[src/rtl/dbg_halt_pkg.sv]
package dbg_halt_pkg;
    localparam int EXC_W   = 4;
    localparam int CAUSE_W = 3;

    localparam logic [EXC_W-1:0] EXC_EBREAK = 4'd3;
    localparam logic [EXC_W-1:0] EXC_LDFLT  = 4'd5;
    localparam logic [EXC_W-1:0] EXC_NONE   = 4'd15;

    localparam logic [CAUSE_W-1:0] CAUSE_EBREAK = 3'd1;
    localparam logic [CAUSE_W-1:0] CAUSE_HALTRQ = 3'd3;

    typedef enum logic [1:0] {
        ST_RUN    = 2'd0,
        ST_ENTER  = 2'd1,
        ST_HALTED = 2'd2
    } dbg_state_t;
endpackage

[src/rtl/dbg_halt_classify.sv]
module dbg_halt_classify
    import dbg_halt_pkg::*;
#(
    parameter bit DEBUG_EN = 1'b1
) (
    input  logic             clk,
    input  logic             rst_n,
    input  logic [EXC_W-1:0] exc_code_i,
    input  logic             halt_req_i,
    input  logic             ebreak_dbg_en_i,
    input  logic             allow_i,
    output logic             halt_exc_o,
    output logic             halt_irq_o,
    output logic             trap_o,
    output logic             brk_dbg_o
);
    logic brk_dbg;
    logic exc_any;

    always_comb begin
        brk_dbg    = DEBUG_EN && ebreak_dbg_en_i && (exc_code_i == EXC_EBREAK);
        exc_any    = (exc_code_i != EXC_NONE) && !brk_dbg;
        // exception-like causes outrank the IRQ-like halt request
        halt_exc_o = DEBUG_EN && allow_i && (brk_dbg || (halt_req_i && exc_any));
        halt_irq_o = DEBUG_EN && allow_i && halt_req_i && !halt_exc_o;
        trap_o     = exc_any && !halt_exc_o;
        brk_dbg_o  = brk_dbg;
    end


    one_style_chk: assert property (@(posedge clk) disable iff (!rst_n)
        $onehot0({halt_exc_o, halt_irq_o}));


    req_on_fault_chk: assert property (@(posedge clk) disable iff (!rst_n)
        (halt_req_i && allow_i && DEBUG_EN && exc_code_i == EXC_LDFLT) |-> (halt_exc_o && !trap_o));


    none_no_trap_chk: assert property (@(posedge clk) disable iff (!rst_n)
        (exc_code_i == EXC_NONE) |-> !trap_o);
endmodule

[src/rtl/dbg_halt_fsm.sv]
module dbg_halt_fsm
    import dbg_halt_pkg::*;
(
    input  logic clk,
    input  logic rst_n,
    input  logic enter_i,
    input  logic in_debug_i,
    output logic allow_o
);
    dbg_state_t state_q, state_d;

    always_ff @(posedge clk or negedge rst_n) begin
        if (!rst_n) state_q <= ST_RUN;
        else        state_q <= state_d;
    end

    always_comb begin
        state_d = state_q;
        unique case (state_q)
            ST_RUN: begin
                if (in_debug_i)   state_d = ST_HALTED;  // flag already up
                else if (enter_i) state_d = ST_ENTER;   // halt strobe fired
            end
            ST_ENTER:  if (in_debug_i)  state_d = ST_HALTED; // flag rose
            ST_HALTED: if (!in_debug_i) state_d = ST_RUN;    // resumed
            default:                    state_d = ST_RUN;
        endcase
    end

    always_comb begin
        allow_o = (state_q == ST_RUN) && !in_debug_i;
    end


    no_reentry_chk: assert property (@(posedge clk) disable iff (!rst_n)
        (state_q != ST_RUN) |-> !enter_i);


    no_halt_in_dbg_chk: assert property (@(posedge clk) disable iff (!rst_n)
        in_debug_i |-> !enter_i);


    enter_step_chk: assert property (@(posedge clk) disable iff (!rst_n)
        (state_q == ST_RUN && enter_i) |=> (state_q == ST_ENTER));
endmodule

[src/rtl/dbg_halt_capture.sv]
module dbg_halt_capture
    import dbg_halt_pkg::*;
#(
    parameter int XLEN = 32
) (
    input  logic               clk,
    input  logic               rst_n,
    input  logic               halt_exc_i,
    input  logic               halt_irq_i,
    input  logic               brk_dbg_i,
    input  logic [XLEN-1:0]    pc_s3_i,
    input  logic [XLEN-1:0]    pc_s2_i,
    output logic [XLEN-1:0]    dpc_o,
    output logic [CAUSE_W-1:0] cause_o
);
    always_ff @(posedge clk or negedge rst_n) begin
        if (!rst_n) begin
            dpc_o   <= '0;
            cause_o <= '0;
        end else if (halt_exc_i) begin
            dpc_o   <= pc_s3_i;
            cause_o <= brk_dbg_i ? CAUSE_EBREAK : CAUSE_HALTRQ;
        end else if (halt_irq_i) begin
            dpc_o   <= pc_s2_i;
            cause_o <= CAUSE_HALTRQ;
        end
    end


    irq_dpc_chk: assert property (@(posedge clk) disable iff (!rst_n)
        halt_irq_i |=> (dpc_o == $past(pc_s2_i) && cause_o == CAUSE_HALTRQ));


    exc_dpc_chk: assert property (@(posedge clk) disable iff (!rst_n)
        halt_exc_i |=> (dpc_o == $past(pc_s3_i)));


    hold_chk: assert property (@(posedge clk) disable iff (!rst_n)
        !(halt_exc_i || halt_irq_i) |=> ($stable(dpc_o) && $stable(cause_o)));
endmodule

[src/rtl/dbg_halt_ctrl.sv]
module dbg_halt_ctrl
    import dbg_halt_pkg::*;
#(
    parameter int XLEN     = 32,
    parameter bit DEBUG_EN = 1'b1
) (
    input  logic               clk,
    input  logic               rst_n,
    input  logic [3:0]         exc_code_i,
    input  logic [XLEN-1:0]    pc_s3_i,
    input  logic [XLEN-1:0]    pc_s2_i,
    input  logic               halt_req_i,
    input  logic               ebreak_dbg_en_i,
    input  logic               in_debug_i,
    output logic               halt_exc_o,
    output logic               halt_irq_o,
    output logic               trap_o,
    output logic [XLEN-1:0]    dpc_o,
    output logic [2:0]         cause_o
);
    logic allow;
    logic brk_dbg;

    dbg_halt_classify #(.DEBUG_EN(DEBUG_EN)) u_classify (
        .clk             (clk),
        .rst_n           (rst_n),
        .exc_code_i      (exc_code_i),
        .halt_req_i      (halt_req_i),
        .ebreak_dbg_en_i (ebreak_dbg_en_i),
        .allow_i         (allow),
        .halt_exc_o      (halt_exc_o),
        .halt_irq_o      (halt_irq_o),
        .trap_o          (trap_o),
        .brk_dbg_o       (brk_dbg)
    );

    dbg_halt_fsm u_fsm (
        .clk        (clk),
        .rst_n      (rst_n),
        .enter_i    (halt_exc_o || halt_irq_o),
        .in_debug_i (in_debug_i),
        .allow_o    (allow)
    );

    generate
        if (DEBUG_EN) begin : g_capture
            dbg_halt_capture #(.XLEN(XLEN)) u_capture (
                .clk        (clk),
                .rst_n      (rst_n),
                .halt_exc_i (halt_exc_o),
                .halt_irq_i (halt_irq_o),
                .brk_dbg_i  (brk_dbg),
                .pc_s3_i    (pc_s3_i),
                .pc_s2_i    (pc_s2_i),
                .dpc_o      (dpc_o),
                .cause_o    (cause_o)
            );
        end else begin : g_no_capture
            assign dpc_o   = '0;
            assign cause_o = '0;
        end
    endgenerate


    off_no_halt_chk: assert property (@(posedge clk) disable iff (!rst_n)
        !DEBUG_EN |-> !(halt_exc_o || halt_irq_o));


    ebreak_no_trap_chk: assert property (@(posedge clk) disable iff (!rst_n)
        (DEBUG_EN && ebreak_dbg_en_i && exc_code_i == EXC_EBREAK) |-> !trap_o);
endmodule

[config.mk]
export PLATFORM = sky130hd
export DESIGN_NAME = dbg_halt_ctrl
export DESIGN_NICKNAME = d
export VERILOG_FILES = /design/src/rtl/dbg_halt_pkg.sv /design/src/rtl/dbg_halt_classify.sv /design/src/rtl/dbg_halt_fsm.sv /design/src/rtl/dbg_halt_capture.sv /design/src/rtl/dbg_halt_ctrl.sv
export SDC_FILE = /design/constraint.sdc
export NUM_CORES = 1
export LEC_CHECK = 0
export BUFFER_PORTS_ARGS = -buffer_cell sky130_fd_sc_hd__buf_4
export CAP_MARGIN = 5
export CORE_MARGIN = 2
export CORE_UTILIZATION = 45
export CTS_CLUSTER_DIAMETER = 40
export DETAILED_ROUTE_END_ITERATION = 12
export PLACE_DENSITY = 0.82
export SKIP_LAST_GASP = 1
export SYNTH_ARGS = -nofsm -noshare
export SYNTH_HDL_FRONTEND = slang
export SYNTH_SLANG_ARGS = --single-unit
[constraint.sdc]
create_clock -name clk -period 1.98 [get_ports clk]
set_clock_uncertainty 0.05 [all_clocks]
set_input_delay 0.198 -clock clk [delete_from_list [all_inputs] [get_ports clk]]
set_output_delay 0.198 -clock clk [all_outputs]
set_load 0.02 [all_outputs]
Word level (Yosys, flattened, before mapping)
Index checks and enable logic that the tools add are counted.
W data, S select, Z words.
{ "totals": {"regBits": 37, "latchBits": 0, "ramBits": 0, "rom_bits": 0, "input_bits": 73, "out_inout_bits": 38, "elab_cells": 36, "n_memories": 0} }
{ "classes": {"add_sub_neg": 0, "multipliers": 0, "n_div": 0, "order_cmp": 0, "eq_ne": 7, "shift": 0, "mux": 10, "n_bitwise": 0, "n_reduce_logical": 16} }
{ "op_table": {"columns": ["op", "n"], "rows": [
  ["$mux W32", 2],
  ["$mux W2", 5],
  ["$logic_and A1 B1 Y1", 8],
  ["$mux W3", 2],
  ["$pmux W2 S3", 1],
  ["$eq A4 B2 Y1 const B", 1],
  ["$ne A2 B2 Y1 const B", 2],
  ["$ne A4 B4 Y1 const B", 1],
  ["$logic_not A1 Y1", 3],
  ["$ne A3 B2 Y1 const B", 1],
  ["$reduce_and A3 Y1", 1],
  ["$eq A2 B1 Y1 const B", 1],
  ["$eq A2 B2 Y1 const B", 1],
  ["$logic_not A2 Y1", 1],
  ["$logic_or A1 B1 Y1", 2],
  ["$reduce_bool A2 Y1", 1]
]} }

Depth between registers and ports, before layout
{ "logic_depth": {"word_depth": 13, "mapped_depth": 6, "depth_no_buf": 4} }

Cells and area by module
A second synthesis with hierarchy kept.
{ "unflattened": {"cells_unflattened": 164, "area_unflattened_um2": 1734.2} }
{ "by_module_without_submodules": {"columns": ["module", "instances", "cells_per_inst", "area_per_inst_um2", "seq_area_each_um2"], "rows": [
  ["dbg_halt_capture", 1, 146, 1586.5, 850.8],
  ["dbg_halt_fsm", 1, 6, 80.1, 50.0],
  ["dbg_halt_classify", 1, 11, 61.3, 0.0],
  ["dbg_halt_ctrl", 1, 1, 6.3, 0.0]
]} }

Worst setup path before layout
Ideal clock, no wire load.
{ "synth_timing": {"path_kind": "reg2reg", "start": "register u_fsm.state_q[0]", "end": "register g_capture.u_capture.dpc_o[29]", "setup_time_ns": 0.128, "t_arrival_ns": 1.521, "t_required_ns": 1.802, "setup_slack_ns": 0.281, "path_stages_with_launch": 6, "n_path_buf": 2, "synth_period_minus_slack_ns": 1.699, "path_cell_list": "dfrtp_1 nor3_1 o21a_1 buf_4 buf_6 mux2_1"} }
{ "synth_between": {"elab_chain_len": 6, "elab_cells_between_ends": 8, "cone_classes": "mux (1); reduce/logical (7)"} }
{ "synth_rtl": {"columns": ["item", "line", "rtl"], "rows": [
  ["start, declared", "dbg_halt_fsm.sv:10", "dbg_state_t state_q, state_d;"],
  ["start signal, assigned", "dbg_halt_fsm.sv:14", "else state_q <= state_d;"],
  ["$logic_not A2 Y1 *", "dbg_halt_fsm.sv:31", "allow_o = (state_q == ST_RUN) && !in_debug_i;"],
  ["$logic_and A1 B1 Y1 *", "dbg_halt_fsm.sv:31", null],
  ["$logic_and A1 B1 Y1", "dbg_halt_classify.sv:24", "halt_exc_o = DEBUG_EN && allow_i && (brk_dbg || (halt_req_i && exc_any));"],
  ["$logic_not A1 Y1", "dbg_halt_classify.sv:25", "halt_irq_o = DEBUG_EN && allow_i && halt_req_i && !halt_exc_o;"],
  ["$logic_and A1 B1 Y1", "dbg_halt_classify.sv:25", null],
  ["$reduce_bool A2 Y1 (no source line)", null, null],
  ["end signal, assigned", "dbg_halt_capture.sv:21", "dpc_o <= pc_s3_i;"],
  ["end signal, assigned", "dbg_halt_capture.sv:24", "dpc_o <= pc_s2_i;"],
  ["end, declared", "dbg_halt_capture.sv:13", "output logic [XLEN-1:0] dpc_o,"]
]} }
Mark *: on every way between the ends. The rest lies on a longest branch, timed or not.
A chain may end at the register's enable or synchronous reset.

Worst setup path after layout
{ "layout_timing": {"start": "register u_fsm.state_q[0]", "end": "output port trap_o"} }
{ "layout_between": {"elab_chain_len": 5} }
{ "layout_rtl": {"columns": ["item", "line", "rtl"], "rows": [
  ["$logic_not A2 Y1", "dbg_halt_fsm.sv:31", null],
  ["$logic_and A1 B1 Y1", "dbg_halt_fsm.sv:31", null],
  ["$logic_and A1 B1 Y1", "dbg_halt_classify.sv:24", null],
  ["$logic_not A1 Y1", "dbg_halt_classify.sv:26", "trap_o = exc_any && !halt_exc_o;"],
  ["$logic_and A1 B1 Y1", "dbg_halt_classify.sv:26", null],
  ["end, declared", "dbg_halt_ctrl.sv:17", "output logic trap_o,"]
]} }
Every way passes these cells.

==> flow_metrics.tcl <==
set metrics [dict create \
    outcome "complete, no violations" \
    finalCritPeriodShare_pct 85.8 \
    setup.worst_path.start_class "flip-flop" \
    slowest_delay_ns 0.40 \
    drtIter0Drc 33 \
    critPathMaxFanout 5 \
    crit_arrival_ns 1.45 \
    dr_total_vias 1452 \
    min_to "u_fsm.state_q[0]" \
    max_freq_mhz 589 \
    maxSlewViolCount 0 \
    routed_wl_mm 4.45 \
    clk_path_buf_depth 2 \
    cap_viol_max_count 0 \
    p_clk_share_pct 29.3 \
    area_growth_pct 51.7 \
    cp.buffers_inverters 2 \
    wire_per_inst_um 15.2 \
    cts_made_buffers 5 \
    boundaryPins 111 \
    postCtsSetupBuffers 0 \
    antenna_left 0 \
    worstSetupEndpointType "output pin" \
    power_density_mw_per_mm2 976 \
    rr_startpoint "u_fsm.state_q[0]" \
    cp.depth 5 \
    synth-main-ff-cell "dfrtp_1" \
    fillers 325 \
    timing.reg2reg.setup_slack_ns 0.36 \
    rsz0062_at_grt "no" \
    power_switching_w 0.000835 \
    finalSetupTns_ns 0 \
    fin_area_mm2 0.00311 \
    ys_seq_area_share_pct 44.0 \
    clock_latency_ns 0.28 \
    critPathTopFamily "flip-flops" \
    cts_max_level 2 \
    syn_inst 126 \
    gr-total-overflow 0 \
    start_util_pct 46.7 \
    rr_endpoint "g_capture.u_capture.dpc_o[27]" \
    seqPwrFrac_pct 33.7 \
    grtUsageMet3_pct 6.33 \
    syn_nets 199 \
    grt_max_degree 37 \
    die_area_mm2 0.00511 \
    cts-resized-gates 0 \
    peakVddDrop_uv 561 \
    hold_viol_final 0 \
    min-delay-start "in_debug_i" \
    critPathSlowestCell "dfrtp_1" \
    finalPower_w 0.00303 \
    drcViolationCount 0 \
    yosys_warnings 0 \
    crit_type "reg -> out" \
    grt_pass1_vias 1475 \
    crit_top_cell "buf_4" \
    comb_power_share_pct 37.0 \
    synth_edf_count 0 \
    rows 24 \
    chipHeight_um 71.5 \
    ys_seq_elements 36 \
    swShare_pct 27.5 \
    synth_area_per_cell_um2 16.3 \
    setup_viol 0 \
    root_buffer "clkbuf_8" \
    portBuffers 109 \
    worst_hold_slack_ns 0.0412 \
    synthesis.area_mm2 0.00205 \
    firstDrtPassIters 4 \
    postCtsHoldBufs 1 \
    power_leakage_nw 1.58 \
    antenna_found_initial 0 \
    top_usage_layer "met2" \
    post_synth_num_cell_types 20 \
    grt_pass1_wl_mm 7.08 \
    core_mm2 0.00438 \
    ys_async_sr_fraction_pct 100 \
    grt_use_met1_pct 20.1 \
    use_met2_pct 31.5 \
    die_w_um 71.5 \
    min_path_type "in -> reg" \
    ff2ff_path_depth 4 \
    min_period_ns 1.70 \
    place_congestion 0.741 \
    dp.final_hpwl_mm 3.47 \
    worstHoldPathCells 2 \
    cp_data_required_time_ns 1.73 \
    cts_tree "yes" \
    drive_gt1_share_pct 78.8 \
    internal_power_w 0.00220 \
    vias_per_cell 4.96 \
    placed_area_mm2 0.00294 \
    num-nets-final 313 \
    cts.reportedPaths.clkPinSlew_ns 0.07 \
    worstPathCellList "nor3_1 -> buf_4 -> a21oi_1 -> and2_1 -> buf_4" \
    diodes 0 \
    cts.sinks 36 \
    grt.total_usage_pct 17.8 \
]
## per-layer routing
layer | up-vias | share of wire (%)
met4 | 0 | 1.4
li1 | 678 | -
met5 | - | 0
met1 | 707 | 37
met3 | 7 | 8.6
met2 | 60 | 53
## cell families after synthesis
family,after synthesis,synth area share (%)
AND/OR/NAND/NOR,11,3.85
other,1,0.183
multiplexers,64,45.4
buffers and inverters,8,4.03
flip-flops,36,44.0
AO/OA/AOI/OAI,6,2.50
## power by group through the flow
| stage | combinational, W | sequential, W | clock [W] |
|---|---|---|---|
| 2_1_floorplan | 0.000421 | 0.00124 | 0 |
| 4_1_cts | 0.00114 | 0.00103 | 0.000913 |
| 6_report | 0.00112 | 0.00102 | 0.000888 |
| 3_3_place_gp | 0.00111 | 0.00103 | 0 |
| 3_5_place_dp | 0.00113 | 0.00103 | 0 |
| 5_1_grt | 0.00118 | 0.00105 | 0.000944 |
## synthesized netlist by cell type (2+ instances only)
cell	number	share of area (%)
mux2_4	56	41
dfrtp_1	36	44
mux2_2	7	3.8
buf_6	6	3.3
a21oi_1	3	0.73
nor3_1	3	0.73
buf_4	2	0.73
## final cells by class
cell class,instances,area (µm²),area share [%]
Timing Repair Buffer,115,916,29.5
Clock buffer,5,68.8,2.22
Tap cell,52,65.1,2.09
Clock inverter,3,90.1,2.90
Multi-Input combinational cell,82,1070,34.3
Sequential cell,36,901,29.0
## worst max-delay path by stage
| stage | startpoint | endpoint |
|---|---|---|
| floorplan | u_fsm.state_q[0] | g_capture.u_capture.dpc_o[29] |
| global placement | ebreak_dbg_en_i | g_capture.u_capture.dpc_o[29] |
| detailed placement | ebreak_dbg_en_i | g_capture.u_capture.dpc_o[28] |
| CTS | u_fsm.state_q[0] | trap_o |
| global route | u_fsm.state_q[0] | trap_o |
| finish | u_fsm.state_q[0] | trap_o |
## registers in the layout (all words and copies together) (netlist names)
register / flops
g_capture.u_capture.cause_o: 2
g_capture.u_capture.dpc_o: 32
u_fsm.state_q: 2
## metrics by stage
| step | cells | setup slack (ns) | utilization, % |
|---|---|---|---|
| 4_1_cts | 293 | 0.278 | 70.9 |
| 3_3_place_gp | 284 | 0.221 | 67.0 |
| 3_5_place_dp | 284 | 0.172 | 67.0 |
| 6_report | 293 | 0.282 | 70.9 |
| 2_1_floorplan | 126 | 0.281 | - |
| 5_1_grt | 293 | 0.241 | 70.9 |
## layout by cell type (no fill, tap or decap), types with 3 or more instances in the layout
cell type and count:
buf_12 4, a21oi_1 3, mux2_4 56, clkbuf_8 5
buf_4 110, nor3_1 3, dfrtp_1 36, mux2_2 7
bufinv_16 3
(Power assumes the default switching activity.)
